**config.mk**
```make
export PLATFORM = sky130hd
export DESIGN_NAME = burst_addr_gen
export DESIGN_NICKNAME = d
export VERILOG_FILES = /design/src/rtl/burst_pkg.sv /design/src/rtl/burst_load_ctrl.sv /design/src/rtl/burst_state_regs.sv /design/src/rtl/burst_seq_map.sv /design/src/rtl/burst_addr_gen.sv
export SDC_FILE = /design/constraint.sdc
export NUM_CORES = 1
export LEC_CHECK = 0
export BUFFER_PORTS_ARGS = -buffer_cell sky130_fd_sc_hd__buf_2
export CAP_MARGIN = 25
export CELL_PAD_IN_SITES_DETAIL_PLACEMENT = 2
export CELL_PAD_IN_SITES_GLOBAL_PLACEMENT = 2
export CORE_MARGIN = 2
export CORE_UTILIZATION = 30
export CTS_CLUSTER_SIZE = 14
export DETAILED_ROUTE_END_ITERATION = 7
export PLACE_DENSITY = 0.81
export SLEW_MARGIN = 20
export SYNTH_ARGS = -nofsm -noshare
export SYNTH_HDL_FRONTEND = slang
export SYNTH_HIERARCHICAL = 1
export SYNTH_SLANG_ARGS = --single-unit
```
**constraint.sdc**
```tcl
create_clock -name clk -period 2.1 [get_ports clk]
set_input_delay 0.315 -clock clk [delete_from_list [all_inputs] [get_ports clk]]
set_output_delay 0.315 -clock clk [all_outputs]
set_load 0.005 [all_outputs]
```
**src/rtl/burst_pkg.sv**
```systemverilog
package burst_pkg;

  typedef enum logic {
    ORDER_LINEAR     = 1'b0,
    ORDER_INTERLEAVE = 1'b1
  } burst_order_e;

  typedef enum logic [1:0] {
    ACT_HOLD     = 2'd0,
    ACT_LOAD_CPU = 2'd1,
    ACT_LOAD_CTL = 2'd2,
    ACT_STEP     = 2'd3
  } burst_act_e;

endpackage

```
**src/rtl/burst_load_ctrl.sv**
```systemverilog
module burst_load_ctrl
  import burst_pkg::*;
(
  input  logic       start_cpu_n,
  input  logic       start_ctl_n,
  input  logic       advance_n,
  output burst_act_e act
);

  // Processor strobe outranks controller strobe; any start outranks a step.
  always_comb begin
    if (!start_cpu_n)      act = ACT_LOAD_CPU;
    else if (!start_ctl_n) act = ACT_LOAD_CTL;
    else if (!advance_n)   act = ACT_STEP;
    else                   act = ACT_HOLD;
  end

endmodule

```
**src/rtl/burst_state_regs.sv**
```systemverilog
module burst_state_regs
  import burst_pkg::*;
#(
  parameter int AW    = 17,
  parameter int CNT_W = 2
) (
  input  logic             clk,
  input  logic             rst,
  input  burst_act_e       act,
  input  logic [AW-1:0]    addr_in,
  output logic [AW-1:0]    base_next,
  output logic [CNT_W-1:0] cnt_next
);

  logic [AW-1:0]    base_q;
  logic [CNT_W-1:0] cnt_q;

  always_comb begin
    base_next = base_q;
    cnt_next  = cnt_q;
    unique case (act)
      ACT_LOAD_CPU,
      ACT_LOAD_CTL: begin
        base_next = addr_in;
        cnt_next  = '0;
      end
      ACT_STEP: cnt_next = cnt_q + 1'b1;
      default: ;
    endcase
  end

  always_ff @(posedge clk) begin
    if (rst) begin
      base_q <= '0;
      cnt_q  <= '0;
    end else begin
      base_q <= base_next;
      cnt_q  <= cnt_next;
    end
  end

endmodule

```
**src/rtl/burst_seq_map.sv**
```systemverilog
module burst_seq_map
  import burst_pkg::*;
#(
  parameter int AW    = 17,
  parameter int CNT_W = 2
) (
  input  logic [AW-1:0]    base,
  input  logic [CNT_W-1:0] cnt,
  input  burst_order_e     order,
  output logic [AW-1:0]    addr,
  output logic             last
);

  localparam logic [CNT_W-1:0] CNT_LAST = {CNT_W{1'b1}};

  logic [CNT_W-1:0] low_lin;
  logic [CNT_W-1:0] low_ilv;

  assign low_lin = base[CNT_W-1:0] + cnt;

  for (genvar b = 0; b < CNT_W; b++) begin : g_ilv
    assign low_ilv[b] = base[b] ^ cnt[b];
  end

  assign addr = {base[AW-1:CNT_W],
                 (order == ORDER_INTERLEAVE) ? low_ilv : low_lin};
  assign last = (cnt == CNT_LAST);

endmodule

```
**src/rtl/burst_addr_gen.sv**
```systemverilog
module burst_addr_gen
  import burst_pkg::*;
#(
  parameter int AW = 17
) (
  input  logic          clk,
  input  logic          rst,
  input  logic          start_cpu_n,
  input  logic          start_ctl_n,
  input  logic          advance_n,
  input  logic          order_sel,
  input  logic [AW-1:0] addr_in,
  output logic [AW-1:0] addr_out,
  output logic          last_beat
);

  localparam int CNT_W = 2;

  burst_act_e       act;
  logic [AW-1:0]    base_next;
  logic [CNT_W-1:0] cnt_next;
  logic [AW-1:0]    map_addr;
  logic             map_last;
  burst_order_e     order;

  assign order = burst_order_e'(order_sel);

  burst_load_ctrl u_ctrl (
    .start_cpu_n (start_cpu_n),
    .start_ctl_n (start_ctl_n),
    .advance_n   (advance_n),
    .act         (act)
  );

  burst_state_regs #(.AW(AW), .CNT_W(CNT_W)) u_state (
    .clk       (clk),
    .rst       (rst),
    .act       (act),
    .addr_in   (addr_in),
    .base_next (base_next),
    .cnt_next  (cnt_next)
  );

  burst_seq_map #(.AW(AW), .CNT_W(CNT_W)) u_map (
    .base  (base_next),
    .cnt   (cnt_next),
    .order (order),
    .addr  (map_addr),
    .last  (map_last)
  );

  always_ff @(posedge clk) begin
    if (rst) begin
      addr_out  <= '0;
      last_beat <= 1'b0;
    end else begin
      addr_out  <= map_addr;
      last_beat <= map_last;
    end
  end

endmodule

```
======== Word level (Yosys, flattened, before mapping) ========
Cells that the tools add are included.
Widths: inputs -> output; s select.
storage, ports and cells
  bits in registers ....................... 37
  input port bits ......................... 23
  output and inout bits ................... 18
  logic and storage cells ................. 19
operators by class
  add/sub/neg operators ................... 2
  equal/unequal tests ..................... 4
  mux-type cells .......................... 6
  bitwise logic cells ..................... 2
  reduce and logical (&&, ||, !) cells .... 1
operators by type and width
  kind                 number
  $mux 17              1
  $mux 2               4
  $eq 2x2->1 const B   3
  $pmux 2 s2           1
  $add 2x1->2 const B  1
  $add 2x2->2          1
  $eq 2x1->1 const B   1
  $reduce_or 2->1      1
  $xor 1x1->1          2

======== Depth between registers and ports, before layout ========
Gate-level depths: netlist of run 1.
  depth after elaboration ................. 8
  gate-level depth with buffers ........... 11
  gate-level depth less buffers ........... 10

======== Hierarchy ========
The synthesis of run 1 kept the hierarchy.
by module, submodules not included
  module            times used  cells an instance  area each (µm²)  sequential area each (µm²)
  burst_state_regs  1           70                 834.6            380.4
  burst_addr_gen    1           37                 489.2            360.3
  burst_seq_map     1           20                 156.4            0.0
  burst_load_ctrl   1           3                  23.8             0.0

======== Worst setup path after synthesis of run 1 ========
No wires, ideal clock.
  path type ............................... in2reg
  start ................................... in start_ctl_n
  end ..................................... reg addr_out[1]
  setup time .............................. 0.114 ns
  arrival ................................. 1.934 ns
  data required time ...................... 1.986 ns
  slack ................................... 0.051 ns
  stages on the path ...................... 11
  buffers on the path ..................... 2
  cell sequence ........................... inv_1 o21ai_2 inv_1 ha_1 buf_6 buf_6 mux2_4 ha_1 nor2b_1 xnor2_1 and2b_1
on the way
  longest elaborated chain between the ends .. 7
  elaborated cells between the ends (all ways) .. 11
  those cells by class .................... add/sub: 1; eq/ne: 3; mux: 5; bitwise: 1; reduce/logical: 1
ends and longest elaborated chain
  what                                      line                    text
  start: declaration                        burst_addr_gen.sv:9     input logic start_ctl_n,
  $mux 2 (*)                                burst_load_ctrl.sv:13   else if (!start_ctl_n) act = ACT_LOAD_CTL;
  $mux 2 (*)                                burst_load_ctrl.sv:12   if (!start_cpu_n) act = ACT_LOAD_CPU;
  named net act[0]                          burst_addr_gen.sv:19    burst_act_e act;
  $eq 2x1->1 or $eq 2x2->1 (tied branches)  burst_state_regs.sv:21  unique case (act)
  $reduce_or 2->1 (*)                       burst_state_regs.sv:21
  $mux 17 (*)                               burst_state_regs.sv:21
  named net base_next[0]                    burst_addr_gen.sv:20    logic [AW-1:0] base_next;
  $add 2x2->2 (*)                           burst_seq_map.sv:19     assign low_lin = base[CNT_W-1:0] + cnt;
  $mux 2 (*)                                burst_seq_map.sv:26     (order == ORDER_INTERLEAVE) ? low_ilv : low_lin};
  named net map_addr[1]                     burst_addr_gen.sv:22    logic [AW-1:0] map_addr;
  end signal: assignment                    burst_addr_gen.sv:57    addr_out <= map_addr;
  end: declaration                          burst_addr_gen.sv:13    output logic [AW-1:0] addr_out,
Mark *: on every way through the listed nets, which the timed path passes. The rest lies on a longest branch.
A chain may end at the register's enable or synchronous reset.

======== Final worst setup path of run 1 ========
  start ................................... in start_ctl_n
  end ..................................... reg addr_out[1]
on the way
  longest elaborated chain between the ends .. 7
  elaborated cells between the ends (all ways) .. 11
  those cells by class .................... add/sub: 1; eq/ne: 3; mux: 5; bitwise: 1; reduce/logical: 1
ends and longest elaborated chain
  what                                        line                                      text
  $mux 2 (*)                                  burst_load_ctrl.sv:13
  $mux 2 (*)                                  burst_load_ctrl.sv:12
  named net act[0]                            burst_addr_gen.sv:19
  $eq 2x1->1 or $eq 2x2->1 (tied branches)    burst_state_regs.sv:21
  $reduce_or 2->1                             burst_state_regs.sv:21
  $pmux 2 s2 (*)                              burst_state_regs.sv:21
  named net cnt_next[1]                       burst_addr_gen.sv:21                      logic [CNT_W-1:0] cnt_next;
  $add 2x2->2 or $xor 1x1->1 (tied branches)  burst_seq_map.sv:19, burst_seq_map.sv:22
  $mux 2 (*)                                  burst_seq_map.sv:26
  named net map_addr[1]                       burst_addr_gen.sv:22
Marks and branches as above.

==> results.tsv, run 1 <==
stage	metric	value	unit
synth	yosysWarningCount	6	
grt	first_global_vias	1048	
worst_setup_path	worst-r2r-setup-slack	0.53	ns
min_path	worstHoldPathType	input pin to register	
power	power-per-cell-area	861	mW/mm²
timing	final.period_utilization	87.8	%
routing	routed_wire_length_per_instance	13.0	µm
worst_setup_path	worstPathArrival	2.02	ns
worst_setup_path	worstRegToRegCells	5	
final_layout	final_layout_size_suffix_gt1_share	43.1	%
placed_design	dpl.hpwl	2.28	mm
worst_setup_path	reg2reg_to	addr_out[1]$_SDFF_PP0_	
clocking	post_cts_hold_buffer_count	0	
min_path	holdPathStages	3	
timing	report.final.setup_viol	0	
synth	syn_area	0.00150	mm²
synth	syn_nets	156	
power	maximum_vdd_ir_drop	321	µV
clocking	clock_sinks	37	
timing	slew_headroom	59.7	%
min_path	timing.hold.worst.start	addr_in[4]	
clocking	cts_tree	yes	
placed_design	placement.io_buffers	40	
timing	max_slew.worst_pin.slew	0.605	ns
worst_setup_path	timing.critical_path.from_type	input pin	
worst_setup_path	critical_path.max_fanout	5	
worst_setup_path	worst_r2r_startpoint	u_state/cnt_q[0]$_SDFF_PP0_	
clocking	cts_made_buffers	5	
clocking	post_cts_repair_setup_buffers	0	
grt	grt_pass1_wl	4.80	mm
job	timing.max_cap.violations	0	
floorplanning	fp-row-count	25	
clocking	worst_setup_hold_path_clk_slew	0.07	ns
routing	drc_errors	0	
routing	ant_nets	0	
routing	via_count_of_the_routed_design	948	
final_layout	syn2layout_area_growth	15.9	%
grt	grt_antenna_before_repair	0	
timing	timing_hold_violations_final	0	
clocking	ctsResizeCount	0	
floorplanning	floorplan.die.height	74.8	µm
grt	congestion_overflow_gr	0	
timing	clock-skew-final	0.00857	ns
floorplanning	boundaryPins	41	
synth	syn-mean-instance-area	11.6	µm²
synth	yosysUniqueCellTypes	21	
timing	sum_neg_setup_slack	0	ns
synth	synthCells	130	
routing	vias_per_cell	4.18	
timing	finalCriticalPeriod	1.84	ns
placed_design	global_placer_s_final_weighted_congestion	0.727	
floorplanning	die_w	74.8	µm
timing	worst_hold_slack	0.381	ns
worst_setup_path	critPathRequiredTime	2.27	ns
timing	unrepaired_setup_endpoints_after_global_routing	no	
grt	grtUsageTotal	11.8	%
routing	drtPass1Iterations	2	
clocking	cts-htree-levels	2	
floorplanning	start_util	31.4	%
final_layout	antennaDiodeCount	0	
worst_setup_path	cp-end-kind	register	
clocking	clock_path_buffers	2	
power	static-leakage-power	0.824	nW
clocking	ctsRootBufferMaster	sky130_fd_sc_hd__clkbuf_8	
synth	seq_total_area_yosys	49.3	%
final_layout	finish.utilization	36.4	%
timing	fmax	542	MHz
min_path	endpoint_with_the_worst_hold_slack	addr_out[4]$_SDFF_PP0_	
floorplanning	placeableCoreArea	0.00479	mm²
routing	drt-initial-drc-count	7	
power	power.total	1.50	mW
floorplanning	dieArea	0.00560	mm²
final_layout	finalNetCount	186	
grt	grt_max_degree	38	
routing	wirelength	2.94	mm
clocking	clock_latency	0.28	ns
synth	ys_seq_elements	37	
run_status	outcome	completed	
worst_setup_path	critical_path_class	input pin to register	
timing	report.final.slew_viol_count	0	
-- layout make-up --
type | count | area, µm²
flip-flops and latches | 37 | 741
multi-input cells | 71 | 606
inverters | 3 | 11.3
repair buffers | 42 | 215
clock buffers | 7 | 86.3
fillers | 529 | 3040
well taps | 67 | 83.8
-- layer usage --
| layer | wire, µm | global-route usage, % | vias to the layer above |
|---|---|---|---|
| met5 | 0 | 0 | - |
| met4 | 42 | 4.76 | 0 |
| met3 | 161 | 3.35 | 6 |
| met2 | 1620 | 22.5 | 30 |
| met1 | 1120 | 11.9 | 455 |
| li1 | - | - | 457 |
-- registers in the layout, summed over array words and instances (netlist names) --
name            flops
u_state/cnt_q       2
addr_out           17
last_beat           1
u_state/base_q     17
-- how the worst max path moves through the flow --
stage / from / endpoint / slack, ns
2_1_floorplan: start_ctl_n / addr_out[1]$_SDFF_PP0_ / 0.05
3_3_place_gp: advance_n / addr_out[1]$_SDFF_PP0_ / 0.07
3_5_place_dp: start_ctl_n / addr_out[1]$_SDFF_PP0_ / -0.05
4_1_cts: start_ctl_n / addr_out[1]$_SDFF_PP0_ / 0.24
5_1_grt: start_cpu_n / addr_out[1]$_SDFF_PP0_ / 0.16
6_report: start_ctl_n / addr_out[1]$_SDFF_PP0_ / 0.26
-- cell usage after synthesis (all sizes together) --
cell / number / area [µm²]
dfxtp: 37 / 741
nor2b: 29 / 181
buf: 18 / 143
mux2: 17 / 229
and2b: 7 / 52.6
ha: 3 / 37.5
inv: 3 / 11.3
nand2: 3 / 11.3
a21oi: 2 / 10.0
or3b: 2 / 17.5
xnor2: 2 / 17.5
a21boi: 1 / 11.3
a311oi: 1 / 8.76
a31oi: 1 / 6.26
and2: 1 / 7.51
clkbuf: 1 / 3.75
nand2b: 1 / 6.26
o21ai: 1 / 8.76
-- placed cells by master, fill, tap and decap left out, types with 2 or more instances in the layout --
cell type / instances
sky130_fd_sc_hd__a21oi_1: 2
sky130_fd_sc_hd__inv_1: 3
sky130_fd_sc_hd__ha_1: 3
sky130_fd_sc_hd__and2b_1: 7
sky130_fd_sc_hd__mux2_4: 10
sky130_fd_sc_hd__nand2_1: 3
sky130_fd_sc_hd__buf_4: 2
sky130_fd_sc_hd__buf_2: 40
sky130_fd_sc_hd__xnor2_1: 2
sky130_fd_sc_hd__clkbuf_8: 6
sky130_fd_sc_hd__mux2_2: 7
sky130_fd_sc_hd__nor2b_1: 29
sky130_fd_sc_hd__dfxtp_1: 37
-- power breakdown --
part / total [mW] / internal, mW / switching (mW)
Sequential: 0.776 / 0.760 / 0.0158
Combinational: 0.240 / 0.145 / 0.0957
Clock: 0.485 / 0.260 / 0.224
-- kinds of logic (layout without fill, tap and decap cells) --
| kind of cell | Yosys count | count (layout) | share of synthesized area, % |
|---|---|---|---|
| AO/OA/AOI/OAI | 6 | 6 | 3.00 |
| XOR/XNOR | 2 | 2 | 1.16 |
| adder cells (fa/ha/maj) | 3 | 3 | 2.50 |
| buffers and inverters | 22 | 52 | 10.5 |
| flip-flops | 37 | 37 | 49.3 |
| multiplexers | 17 | 17 | 15.2 |
| AND/OR/NAND/NOR | 43 | 43 | 18.4 |
-- worst max-delay path, cell delays in order --
cell and delay, ns:
sky130_fd_sc_hd__buf_2 0.10, sky130_fd_sc_hd__inv_1 0.05, sky130_fd_sc_hd__o21ai_2 0.13, sky130_fd_sc_hd__inv_1 0.07, sky130_fd_sc_hd__ha_1 0.24, sky130_fd_sc_hd__or3b_1 0.40
sky130_fd_sc_hd__a31oi_1 0.30, sky130_fd_sc_hd__xnor2_1 0.14, sky130_fd_sc_hd__xnor2_1 0.13, sky130_fd_sc_hd__and2b_1 0.15
-- through the flow --
stage	worst slack [ns]	std cells	instance area, µm²
2_1_floorplan	0.0513	130	1500
3_3_place_gp	0.0707	220	1660
3_5_place_dp	-0.0472	220	1660
4_1_cts	0.242	227	1740
5_1_grt	0.155	227	1740
6_report	0.256	227	1740
Power figures use the tool's default switching activity.
==> inputs of run 2 (changes only) <==
--- a/config.mk
+++ b/config.mk
@@ -7,7 +7,7 @@
 export LEC_CHECK = 0
 export BUFFER_PORTS_ARGS = -buffer_cell sky130_fd_sc_hd__buf_2
 export CAP_MARGIN = 25
-export CELL_PAD_IN_SITES_DETAIL_PLACEMENT = 2
+export CELL_PAD_IN_SITES_DETAIL_PLACEMENT = 1
 export CELL_PAD_IN_SITES_GLOBAL_PLACEMENT = 2
 export CORE_MARGIN = 2
 export CORE_UTILIZATION = 30
==> results.tsv, run 2 (synthesis gave the netlist of run 1 again) <==
stage	metric	value	unit	change
run_status	outcome	completed		unchanged
clocking	post_cts_repair_setup_buffers	0		unchanged
clocking	clock_path_buffers	2		unchanged
worst_setup_path	cp-end-kind	register		unchanged
timing	max_slew.worst_pin.slew	0.611	ns	was 0.605 ns
routing	drc_errors	0		unchanged
final_layout	syn2layout_area_growth	17.9	%	was 15.9%
timing	final.period_utilization	88.1	%	was 87.8%
power	clock_power_share	38.4	%	was 32.3%
floorplanning	fp-row-count	25		unchanged
min_path	worstHoldPathType	input pin to register		unchanged
power	pwr-share-comb	14.4	%	was 16.0%
min_path	holdPathStages	3		unchanged
power	static-leakage-power	0.838	nW	was 0.824 nW
timing	report.final.setup_viol	0		unchanged
timing	unrepaired_setup_endpoints_after_global_routing	no		unchanged
worst_setup_path	critical_path_class	input pin to register		unchanged
timing	finalCriticalPeriod	1.85	ns	was 1.84 ns
worst_setup_path	reg2reg_to	addr_out[1]$_SDFF_PP0_		unchanged
power	power-per-cell-area	926	mW/mm²	was 861 mW/mm²
timing	final.setup.worst_slack	0.250	ns	was 0.256 ns
floorplanning	boundaryPins	41		unchanged
min_path	endpoint_with_the_worst_hold_slack	addr_out[9]$_SDFF_PP0_		was addr_out[4]$_SDFF_PP0_
floorplanning	placeableCoreArea	0.00479	mm²	unchanged
clocking	ctsRootBufferMaster	sky130_fd_sc_hd__clkbuf_8		unchanged
placed_design	global_placer_s_final_weighted_congestion	0.727		unchanged
worst_setup_path	timing.critical_path.from_type	input pin		unchanged
grt	grtUsageTotal	10.2	%	was 11.8%
floorplanning	die_w	74.8	µm	unchanged
placed_design	placement.io_buffers	40		unchanged
worst_setup_path	critical_path.max_fanout	5		unchanged
power	netSwitchingFraction	21.4	%	was 22.4%
power	internal-power	1.29	mW	was 1.17 mW
routing	vias_per_cell	4.05		was 4.18
grt	grt_max_degree	38		unchanged
grt	congestion_overflow_gr	0		unchanged
worst_setup_path	worst_r2r_startpoint	u_state/cnt_q[0]$_SDFF_PP0_		unchanged
final_layout	layout.cells.most_common	sky130_fd_sc_hd__buf_2		unchanged
placed_design	dpl.hpwl	1.97	mm	was 2.28 mm
routing	routed_wire_length_per_instance	11.6	µm	was 13.0 µm
timing	slew_headroom	59.2	%	was 59.7%
clocking	ctsResizeCount	0		unchanged
min_path	timing.hold.worst.start	addr_in[9]		was addr_in[4]
final_layout	antennaDiodeCount	0		unchanged
final_layout	final_layout_size_suffix_gt1_share	43.5	%	was 43.1%
timing	fmax	541	MHz	was 542 MHz
job	timing.max_cap.violations	0		unchanged
routing	wirelength	2.64	mm	was 2.94 mm
worst_setup_path	worstPathArrival	2.03	ns	was 2.02 ns
clocking	clock_latency	0.28	ns	about the same
placed_design	pre_cts_slack	-0.0311	ns	was -0.0472 ns
floorplanning	floorplan.die.height	74.8	µm	unchanged
grt	first_global_vias	934		was 1,048
routing	drt-initial-drc-count	20		was 7
timing	clock-skew-final	0.00765	ns	was 0.00857 ns
grt	grt_pass1_wl	4.09	mm	was 4.80 mm
power	maximum_vdd_ir_drop	385	µV	was 321 µV
final_layout	layout_top_registers	addr_out x17, u_state/base_q x17, u_state/cnt_q x2		unchanged
power	power_switching	351	µW	was 336 µW
clocking	cts-htree-levels	2		unchanged
routing	drtPass1Iterations	2		unchanged
clocking	cts_tree	yes		unchanged
worst_setup_path	worst-r2r-setup-slack	0.50	ns	was 0.53 ns
worst_setup_path	setup.worst_path.start	advance_n		was start_ctl_n
power	pwr-share-seq	47.2	%	was 51.7%
final_layout	finalNetCount	186		unchanged
worst_setup_path	worstRegToRegCells	5		unchanged
final_layout	final_cell_mix	sky130_fd_sc_hd__buf_2, sky130_fd_sc_hd__dfxtp_1, sky130_fd_sc_hd__nor2b_1, sky130_fd_sc_hd__mux2_4		unchanged
timing	report.final.slew_viol_count	0		unchanged
grt	grt_antenna_before_repair	0		unchanged
routing	via_count_of_the_routed_design	923		was 948
floorplanning	dieArea	0.00560	mm²	unchanged
timing	timing_hold_violations_final	0		unchanged
timing	worst_hold_slack	0.372	ns	was 0.381 ns
clocking	worst_setup_hold_path_clk_slew	0.08	ns	was 0.07 ns
clocking	cts_made_buffers	5		unchanged
worst_setup_path	critPathRequiredTime	2.28	ns	was 2.27 ns
floorplanning	start_util	31.4	%	unchanged
clocking	post_cts_hold_buffer_count	0		unchanged
routing	ant_nets	0		unchanged
clocking	clock_sinks	37		unchanged
-- run 2: changes by cell type in the layout (fill, tap and decap cells not counted), sizes merged --
cell,delta
bufinv,+1
-- run 2: metrics by stage --
stage / total power, mW / setup TNS [ns] / util (%) / std cells / area, µm²
2_1_floorplan: 1.01 / 0 / - / 130 / 1500
3_3_place_gp: 1.02 / 0 / 34.6 / 220 / 1660
3_5_place_dp: 1.03 / -0.0311 / 34.6 / 220 / 1660
4_1_cts: 1.67 / 0 / 37.0 / 228 / 1770
5_1_grt: 1.73 / 0 / 37.0 / 228 / 1770
6_report: 1.64 / 0 / 37.0 / 228 / 1770
-- run 2: worst max-delay path, cell delays in order --
cell and delay [ns]:
sky130_fd_sc_hd__buf_2 0.12, sky130_fd_sc_hd__o21ai_2 0.16, sky130_fd_sc_hd__inv_1 0.06, sky130_fd_sc_hd__ha_1 0.24, sky130_fd_sc_hd__or3b_1 0.39, sky130_fd_sc_hd__a31oi_1 0.32
sky130_fd_sc_hd__xnor2_1 0.14, sky130_fd_sc_hd__xnor2_1 0.14, sky130_fd_sc_hd__and2b_1 0.15
-- run 2: metal layers --
metal  share of wire, %  wire length [µm]  global-route usage, %  vias up
met5                  0                 0                      0        -
met4                1.3                34                   5.36        0
met3                6.8               179                   3.88        5
met2                 52              1370                   18.2       29
met1                 40              1060                   10.4      431
li1                   -                 -                      -      458
-- run 2: power by group through the flow --
stage | Sequential [mW] | Combinational, mW | Clock [mW]
floorplan | 0.793 | 0.212 | 0
global route | 0.781 | 0.260 | 0.691
CTS | 0.777 | 0.242 | 0.651
finish | 0.775 | 0.236 | 0.631
detailed placement | 0.792 | 0.241 | 0
global placement | 0.789 | 0.231 | 0
-- run 2: how the worst max path moves through the flow --
stage                        endpoint  slack, ns  cells after the start
3_3_place_gp   addr_out[1]$_SDFF_PP0_       0.07                      9
3_5_place_dp   addr_out[1]$_SDFF_PP0_      -0.03                      9
2_1_floorplan  addr_out[1]$_SDFF_PP0_       0.05                     11
5_1_grt        addr_out[1]$_SDFF_PP0_       0.13                     10
6_report       addr_out[1]$_SDFF_PP0_       0.25                      9
4_1_cts        addr_out[1]$_SDFF_PP0_       0.25                      9
-- run 2: layout make-up --
type	count	area (µm²)
Timing Repair Buffer	42	215
Multi-Input combinational cell	71	606
Clock inverter	1	30.0
Fill cell	548	3010
Sequential cell	37	741
Inverter	3	11.3
Tap cell	67	83.8
Clock buffer	7	86.3
